**config.mk**
```make
export PLATFORM = sky130hd
export DESIGN_NAME = cpacc_top
export DESIGN_NICKNAME = d
export VERILOG_FILES = /design/src/rtl/cpacc_pkg.sv /design/src/rtl/cpacc_cla.sv /design/src/rtl/cpacc_stage.sv /design/src/rtl/cpacc_top.sv
export SDC_FILE = /design/constraint.sdc
export NUM_CORES = 1
export LEC_CHECK = 0
export ABC_AREA = 1
export BUFFER_PORTS_ARGS = -buffer_cell sky130_fd_sc_hd__buf_2
export CAP_MARGIN = 20
export CORE_MARGIN = 2
export CORE_UTILIZATION = 55
export CTS_CLUSTER_SIZE = 16
export DETAILED_ROUTE_END_ITERATION = 7
export GPL_TIMING_DRIVEN = 0
export PLACE_DENSITY_LB_ADDON = 0.2
export SLEW_MARGIN = 20
export SYNTH_ARGS = -nofsm -noshare
export SYNTH_HDL_FRONTEND = slang
export SYNTH_SLANG_ARGS = --single-unit
```
**constraint.sdc**
```tcl
create_clock -name clk -period 2.9 [get_ports clk]
set_input_delay 0.145 -clock clk [delete_from_list [all_inputs] [get_ports clk]]
set_output_delay 0.145 -clock clk [all_outputs]
set_load 0.02 [all_outputs]
```
**src/rtl/cpacc_pkg.sv**
```systemverilog
package cpacc_pkg;
  typedef struct packed {
    logic prop;
    logic gen;
  } pg_t;

  function automatic pg_t bit_pg(input logic a, input logic b);
    pg_t r;
    r.prop = a ^ b;
    r.gen  = a & b;
    return r;
  endfunction
endpackage

```
**src/rtl/cpacc_cla.sv**
```systemverilog
module cpacc_cla #(
  parameter int SEG_W = 4
) (
  input  logic [SEG_W-1:0] a_in,
  input  logic [SEG_W-1:0] b_in,
  input  logic             c_in,
  output logic [SEG_W-1:0] sum_out,
  output logic             c_out
);
  import cpacc_pkg::*;

  logic [SEG_W-1:0] p_vec;
  logic [SEG_W-1:0] g_vec;
  logic [SEG_W:0]   c_vec;

  // carry into bit j as a flat sum of products (lookahead form)
  function automatic logic la_carry(input logic [SEG_W-1:0] p, input logic [SEG_W-1:0] g,
                                    input logic cin, input int j);
    logic res;
    logic chain;
    res = 1'b0;
    for (int m = 0; m < SEG_W; m++) begin
      if (m < j) begin
        chain = g[m];
        for (int q = 0; q < SEG_W; q++) begin
          if (q > m && q < j) chain = chain & p[q];
        end
        res = res | chain;
      end
    end
    chain = cin;
    for (int q = 0; q < SEG_W; q++) begin
      if (q < j) chain = chain & p[q];
    end
    return res | chain;
  endfunction

  for (genvar b = 0; b < SEG_W; b++) begin : g_pg
    pg_t pg;
    assign pg       = bit_pg(a_in[b], b_in[b]);
    assign p_vec[b] = pg.prop;
    assign g_vec[b] = pg.gen;
  end

  for (genvar j = 0; j <= SEG_W; j++) begin : g_carry
    assign c_vec[j] = la_carry(p_vec, g_vec, c_in, j);
  end

  assign sum_out = p_vec ^ c_vec[SEG_W-1:0];
  assign c_out   = c_vec[SEG_W];
endmodule

```
**src/rtl/cpacc_stage.sv**
```systemverilog
module cpacc_stage #(
  parameter int SEG_W = 4
) (
  input  logic             clk,
  input  logic             rst_n,
  input  logic [SEG_W-1:0] k_slice,
  input  logic             carry_in,
  output logic [SEG_W-1:0] sum_q,
  output logic             carry_q
);
  logic [SEG_W-1:0] sum_d;
  logic             carry_d;

  cpacc_cla #(.SEG_W(SEG_W)) u_cla (
    .a_in   (sum_q),
    .b_in   (k_slice),
    .c_in   (carry_in),
    .sum_out(sum_d),
    .c_out  (carry_d)
  );

  always_ff @(posedge clk) begin
    if (!rst_n) begin
      sum_q   <= '0;
      carry_q <= 1'b0;
    end else begin
      sum_q   <= sum_d;
      carry_q <= carry_d;
    end
  end
endmodule

```
**src/rtl/cpacc_top.sv**
```systemverilog
module cpacc_top #(
  parameter int SEG_W   = 4,
  parameter int NUM_SEG = 6
) (
  input  logic                     clk,
  input  logic                     rst_n,
  input  logic [SEG_W*NUM_SEG-1:0] addend,
  output logic [SEG_W*NUM_SEG-1:0] acc_value,
  output logic                     overflow
);
  localparam int W = SEG_W * NUM_SEG;

  // registered carry out of each slice, brought out for the checker
  logic [NUM_SEG-1:0] carry_vec;
  logic [NUM_SEG-1:0] carry_feed;

  assign carry_feed[0] = 1'b0;

  for (genvar i = 0; i < NUM_SEG; i++) begin : g_seg
    if (i > 0) begin : g_link
      assign carry_feed[i] = carry_vec[i-1];
    end
    cpacc_stage #(.SEG_W(SEG_W)) u_stage (
      .clk     (clk),
      .rst_n   (rst_n),
      .k_slice (addend[i*SEG_W +: SEG_W]),
      .carry_in(carry_feed[i]),
      .sum_q   (acc_value[i*SEG_W +: SEG_W]),
      .carry_q (carry_vec[i])
    );
  end

  assign overflow = carry_vec[NUM_SEG-1];

  logic unused_w;
  assign unused_w = (W == 0);
endmodule

```
==> qor.yml, run 1 <==
grt:
  grt_overflow: 0
  antenna_found_initial: 0
  grt_pass1_vias: 1382
  grt_max_degree: 11
  groute.usage.overall_pct: 20.1
  grt_first_pass_wirelength_mm: 5.47
logic_synthesis:
  synth_top_cell_area_share_pct: 33.2
  synth_top_area_cell: "dfxtp_1"
  netlist_top_cells_area: "dfxtp_1 33%, ha_1 21%, fa_1 6.6%"
  syn_area_um2: 1810
  synth-seq-cells: 30
  synth_cell_types: 17
  synthArstFlopShare_pct: 0
  yosys_warnings: 0
  synth-seq-area-share_pct: 33.2
  synth_edf_count: 0
  synth.avg_cell_area_um2: 8.81
  yosys_most_used_dff: "dfxtp_1"
  postSynthCellCount: 205
  synth.top_cells.by_count: "30 x dfxtp_1, 30 x ha_1, 29 x nand2_1, 24 x inv_1, 24 x nor2_1"
  synth_nets: 267
critical_path:
  max_stage_delay_ps: 390
  cp-start-kind: "register"
  r2r_end: "g_seg[3].u_stage.sum_q[3]$_SDFF_PN0_"
  cp_cell_sequence: "ha_1 > ha_1 > nand2_1 > nand3b_2 > nand2_2 > nand3_2 > nand2_1 > nor2_1"
  end_kind: "register"
  cp.required_ps: 3130
  critPathTopFamily: "adder cells"
  timing.rr.start: "g_seg[3].u_stage.sum_q[0]$_SDFF_PN0_"
  crit_slowest_cell: "dfxtp_1"
  worstSetupPathType: "register to register"
  crit_buf_inv: 0
  ff2ff_setup_slack_ps: 1500
  arrival_ps: 1630
  r2r_cells: 8
  worstPathMaxFanout: 3
floorplan:
  dieHeight_um: 61.3
  ios: 51
  fp.dieW_um: 61.3
  core-area_um2: 3080
  std_cell_rows: 20
  initial_core_util_pct: 58.7
  die_area_um2: 3760
clock_tree:
  root_buffer: "clkbuf_4"
  clk_pin_slew_ps: 100
  clkLatencyLatePin_ps: 340
  cts_sinks: 30
  cts_setup_buffers: 0
  cts.path.max_buffers: 2
  post_cts_resized: 0
  cts_tree: "yes"
  cts_htree_levels: 2
  cts_buffers: 5
  hold_buffers: 0
status:
  status: "complete, no violations"
detailed_routing:
  drtAntennaViolNets: 0
  drt-pass1-iter-count: 4
  drc: 0
  drt-initial-drc-count: 97
  viasPerCell: 4.91
  vias: 1501
  drt_wl_total_mm: 3.29
  wl_per_cell_um: 10.8
pwr:
  power_density_nw_per_um2: 794
  vdd_drop_max_v: 0.000426
  cellLeakagePower_nw: 1.18
place:
  place.gp.congestion: 0.800
  dp.cells: 298
  hpwl_mm: 2.56
  portBuffers: 49
layout:
  seq_area_um2: 601
  layout.nets: 323
  syn2layout_area_growth_pct: 19.9
  n_antenna_cell: 0
  drive_gt1_share_pct: 28.2
  multi_input_area_um2: 1100
  stdcell_count: 306
  nFillCells: 281
sta:
  max_slew_margin_pct: 83.7
  finalCriticalPeriod_ps: 1400
  finalHoldViolations: 0
  fin_crit_sh_pct: 48.2
  tightestPinTransition_ps: 244
  slew_viol_final: 0
  finalSetupViolCount: 0
  fin_skew_ps: 10.7
  fmax_ghz: 0.715
  rsz0062_at_grt: "false"
  finalSetupTns_ps: 0
hold_path:
  worstHoldStart: "addend[0]"
  hold_class: "input pin to register"
  hold_path_end: "g_seg[0].u_stage.sum_q[0]$_SDFF_PN0_"
  holdPathStages: 4
run:
  max-cap-violations: 0
[routing by layer]
metal,GRT usage [%],up-vias,part of all wire [%]
met5,0,-,0
met4,10.2,0,2.5
met3,4.62,10,5.0
met2,33.9,35,48
met1,23.8,670,45
li1,-,786,-
[power breakdown]
part / internal, mW / total [mW] / switching, mW
combinational: 0.344 / 0.845 / 0.501
clock: 0.117 / 0.269 / 0.151
sequential: 0.534 / 0.608 / 0.0733
total: 0.995 / 1.72 / 0.726
[worst max-delay path by stage]
| stage | depth (start not counted) | to | from | slack [ps] |
|---|---|---|---|---|
| after detailed placement | 8 | g_seg[3].u_stage.sum_q[3]$_SDFF_PN0_ | g_seg[3].u_stage.sum_q[0]$_SDFF_PN0_ | 1510 |
| final | 8 | g_seg[3].u_stage.sum_q[3]$_SDFF_PN0_ | g_seg[3].u_stage.sum_q[0]$_SDFF_PN0_ | 1500 |
| after global routing | 6 | g_seg[2].u_stage.sum_q[2]$_SDFF_PN0_ | g_seg[2].u_stage.sum_q[0]$_SDFF_PN0_ | 1370 |
| after CTS | 8 | g_seg[3].u_stage.sum_q[3]$_SDFF_PN0_ | g_seg[3].u_stage.sum_q[0]$_SDFF_PN0_ | 1490 |
| after floorplan | 8 | g_seg[5].u_stage.sum_q[3]$_SDFF_PN0_ | g_seg[5].u_stage.sum_q[0]$_SDFF_PN0_ | 1470 |
| after global placement | 8 | g_seg[3].u_stage.sum_q[3]$_SDFF_PN0_ | g_seg[3].u_stage.sum_q[0]$_SDFF_PN0_ | 1550 |
[through the flow]
stage                     hold slack, ps  utilization (%)  setup WS (ps)  instance area, µm²  power (mW)
after floorplan                      356                -           1470                1810        1.25
after global placement               456             68.5           1550                2110        1.45
after detailed placement             459             68.5           1510                2110        1.47
after CTS                            108             70.4           1490                2170        1.74
after global routing                 119             70.4           1370                2170        1.88
final                                110             70.4           1500                2170        1.72
[flip-flops by register name, summed over array words and instances (netlist names)]
name and flops:
g_seg.u_stage.carry_q 6, g_seg.u_stage.sum_q 24
[worst reg2reg max path, cell delays in order, from the launching register on]
cell	delay [ps]
dfxtp_1	390
ha_1	250
ha_1	190
nand2_1	90
nand3b_2	110
nand2_2	100
nand3_2	50
nand2_1	60
nor2_1	40
[area by class of cell]
| class | instances | share of cell area [%] |
|---|---|---|
| Clock inverter | 1 | 0.231 |
| Clock buffer | 7 | 2.54 |
| Buffer | 3 | 0.693 |
| Sequential cell | 30 | 27.7 |
| Timing Repair Buffer | 49 | 11.3 |
| Inverter | 24 | 4.16 |
| Multi-Input combinational cell | 148 | 50.8 |
| Tap cell | 44 | 2.54 |
[logic make-up (layout without fill, tap and decap cells)]
kind of cell / Yosys count / in the layout / share of synthesized area, %
and+or+nand+nor: 90 / 90 / 26.2
xor gates and xnor gates: 6 / 6 / 2.91
buffers and inverters: 27 / 84 / 5.82
AOI/OAI and AO/OA: 16 / 16 / 4.43
adders and majority gates: 36 / 36 / 27.4
DFF: 30 / 30 / 33.2
[cell usage in the layout (no fill, tap or decap)]
cell type and count:
a21oi_1 10, and2_1 1, buf_2 52, clkbuf_1 1, clkbuf_4 5, clkbuf_8 1, clkinv_2 1, dfxtp_1 30
fa_1 6, ha_1 30, inv_1 24, nand2_1 29, nand2_2 5, nand3_1 6, nand3_2 5, nand3b_2 5
nand4_1 10, nor2_1 24, nor3b_1 5, o21ai_0 6, xnor2_1 6
(Power assumes the default switching activity.)
==> run 2, diff against run 1 <==
--- a/config.mk
+++ b/config.mk
@@ -5,11 +5,11 @@
 export SDC_FILE = /design/constraint.sdc
 export NUM_CORES = 1
 export LEC_CHECK = 0
-export ABC_AREA = 1
+export ABC_AREA = 0
 export BUFFER_PORTS_ARGS = -buffer_cell sky130_fd_sc_hd__buf_2
 export CAP_MARGIN = 20
 export CORE_MARGIN = 2
-export CORE_UTILIZATION = 55
+export CORE_UTILIZATION = 46
 export CTS_CLUSTER_SIZE = 16
 export DETAILED_ROUTE_END_ITERATION = 7
 export GPL_TIMING_DRIVEN = 0
==> constraint.sdc (replaced) <==
create_clock -name clk -period 1.18 [get_ports clk]
set_input_delay 0.059 -clock clk [delete_from_list [all_inputs] [get_ports clk]]
set_output_delay 0.059 -clock clk [all_outputs]
set_load 0.02 [all_outputs]
==> run 2 against run 1 <==
  * The run now ends with negative setup slack left
  * Synthesized area down 7.8%
  * Global-route usage down 1.5 points
  * Combinational power rose to 2.8 times the previous value
  * First-iteration DRC count down 67%
  * Via count down 13%
  * Register-to-register slack worse by 1800 ps
  * Utilization down 3.0 points
  * Clock skew down 2.4 ps
  * Routed wire length up 4.2%
  * Synthesized cell count down 27%
  * Hold slack worse by 34 ps
  * Critical path type unchanged
  * Critical endpoint is now g_seg[4].u_stage.sum_q[2]$_SDFF_PN0_
==> qor.yml, run 2 <==
hold_path:
  hold_class: "input pin to register"
grt:
  grt_overflow: 0
  grt_first_pass_wirelength_mm: 5.91
  antenna_found_initial: 0
  grt.met3_usage_pct: 6.34
  busiest_layer: "met2"
  grtUsageMet1_pct: 19.1
  grt_max_degree: 11
  grt_pass1_vias: 1401
  met2_usage_pct: 35.2
  groute.usage.overall_pct: 18.6
critical_path:
  end_kind: "register"
  cp-start-kind: "register"
  critPathTopFamily: "simple AND/OR/NAND/NOR gates"
  cp_cell_sequence: "ha_4 > ha_4 > o21a_1 > or3_1 > and3_1"
  max_stage_delay_ps: 360
  worstSetupPathType: "register to register"
  critPathMostFrequentCell: "ha_4"
  cp.required_ps: 1390
  crit_buf_inv: 0
  crit_slowest_cell: "dfxtp_4"
  arrival_ps: 1680
  worstPathMaxFanout: 2
logic_synthesis:
  synth-seq-cells: 30
  synthArstFlopShare_pct: 0
  synth_edf_count: 0
  syn_area_um2: 1670
  synth_nets: 212
  yosys_most_used_dff: "dfxtp_1"
  netlist_top_cells_area: "dfxtp_1 36%, ha_1 23%, fa_1 7.2%"
  synth_cell_types: 17
  postSynthCellCount: 150
  yosys_warnings: 0
  synth_top_cell_area_share_pct: 36.1
  synth-seq-area-share_pct: 36.1
  synth_top_area_cell: "dfxtp_1"
  synth.avg_cell_area_um2: 11.1
  synth.top_cells.by_count: "30 x dfxtp_1, 30 x ha_1, 13 x and2_1, 12 x nand2_1, 11 x o21ai_0"
clock_tree:
  clkLatencyLatePin_ps: 330
  cts.path.max_buffers: 2
  cts_buffers: 5
  clk_pin_slew_ps: 90
  root_buffer: "clkbuf_4"
  hold_buffers: 0
  cts_tree: "yes"
  cts_sinks: 30
  cts_htree_levels: 2
place:
  dp_slack_ps: -307
  place.gp.congestion: 0.725
  dp.cells: 246
  hpwl_mm: 2.71
  portBuffers: 50
pwr:
  power_density_nw_per_um2: 1990
  vdd_drop_max_v: 0.000861
  cellLeakagePower_nw: 1.14
floorplan:
  ios: 51
  initial_core_util_pct: 48.8
  fp.dieW_um: 64.2
  die_area_um2: 4120
  std_cell_rows: 21
  dieHeight_um: 64.2
  core-area_um2: 3420
detailed_routing:
  drt-pass1-iter-count: 3
  drt_wl_total_mm: 3.43
  vias: 1307
  drc: 0
  drt-initial-drc-count: 32
  viasPerCell: 5.01
  drtAntennaViolNets: 0
  wl_per_cell_um: 13.1
layout:
  final_core_util_pct: 67.4
  largestRegisters: "g_seg.u_stage.sum_q: 24 flops, g_seg.u_stage.carry_q: 6 flops"
  multi_input_area_um2: 1240
  seq_area_um2: 627
  n_antenna_cell: 0
  stdcell_count: 261
  layout.nets: 276
  syn2layout_area_growth_pct: 38.3
  top_register: "g_seg.u_stage.sum_q"
  largest_reg_flops: 24
  final_cell_mix: "52 x buf_2, 23 x dfxtp_1, 17 x ha_1, 13 x and2_1, 13 x ha_4"
  nFillCells: 288
  drive_gt1_share_pct: 44.7
  final_common_cell: "buf_2"
sta:
  finalSetupViolCount: 27
  tightestPinTransition_ps: 401
  fin_skew_ps: 8.27
  fmax_ghz: 0.682
  slew_viol_final: 0
  fin_ws_ps: -285
  whs_ps: 76.6
  fin_crit_sh_pct: 124
  finalCriticalPeriod_ps: 1470
  max_slew_margin_pct: 73.3
  rsz0062_at_grt: "true"
  finalSetupTns_ps: -4100
  finalHoldViolations: 0
status:
  failed_checks: "negative setup slack"
  status: "finished, violations left"
run:
  max-cap-violations: 0
run 2: area by class of cell:
| cell class | count | area share [%] |
|---|---|---|
| Tap cell | 46 | 2.50 |
| Multi-Input combinational cell | 117 | 53.8 |
| Buffer | 3 | 0.598 |
| Timing Repair Buffer | 57 | 13.8 |
| Clock buffer | 8 | 2.12 |
| Sequential cell | 30 | 27.2 |
run 2: cell families after synthesis:
group / after synthesis / share of synthesized area [%]
AO/OA/AOI/OAI: 27 / 12.8
XOR/XNOR: 6 / 3.16
adder cells (fa/ha/maj): 36 / 29.8
buffers and inverters: 3 / 0.826
flip-flops: 30 / 36.1
multiplexers: 6 / 3.61
AND/OR/NAND/NOR: 42 / 13.8
run 2: path summary, 6_finish.rpt:
| kind | depth (start not counted) | startpoint | slack (ps) | to |
|---|---|---|---|---|
| worst min register to register | 2 | g_seg[0].u_stage.sum_q[0]$_SDFF_PN0_ | 600 | g_seg[0].u_stage.sum_q[0]$_SDFF_PN0_ |
| worst max-delay path | 5 | g_seg[4].u_stage.sum_q[0]$_SDFF_PN0_ | -290 | g_seg[4].u_stage.sum_q[2]$_SDFF_PN0_ |
| worst max register to register | 5 | g_seg[4].u_stage.sum_q[0]$_SDFF_PN0_ | -290 | g_seg[4].u_stage.sum_q[2]$_SDFF_PN0_ |
| worst min-delay path | 3 | rst_n | 80 | g_seg[1].u_stage.sum_q[3]$_SDFF_PN0_ |
run 2: metal layers:
layer,routed length [µm],vias up
li1,-,664
met1,1400,608
met2,1840,33
met3,172,2
met4,22,0
met5,0,-
run 2: tightest hold or removal path, cell delays in order:
cell and delay [ps]:
buf_2 160, nand2b_1 80, mux2i_1 60
run 2: metrics by stage:
step,power (mW),instance area (µm²)
finish,4.58,2300
global route,4.97,2300
CTS,4.60,2290
detailed placement,3.87,2170
global placement,3.73,2170
floorplan,3.24,1860
run 2: power by group:
group	switching [mW]	internal, mW
registers	0.243	1.39
clock network	0.340	0.237
logic	1.22	1.15
run 2: timing repair:
action / 4_1_cts / 5_1_grt
pin swaps: 17 / 7
endpoints found under the hold margin: 0 / 0
cloned: 0 / 0
setup buffers: 6 / 4
endpoints found under the setup margin: 22 / 29
resized for setup: 9 / 4
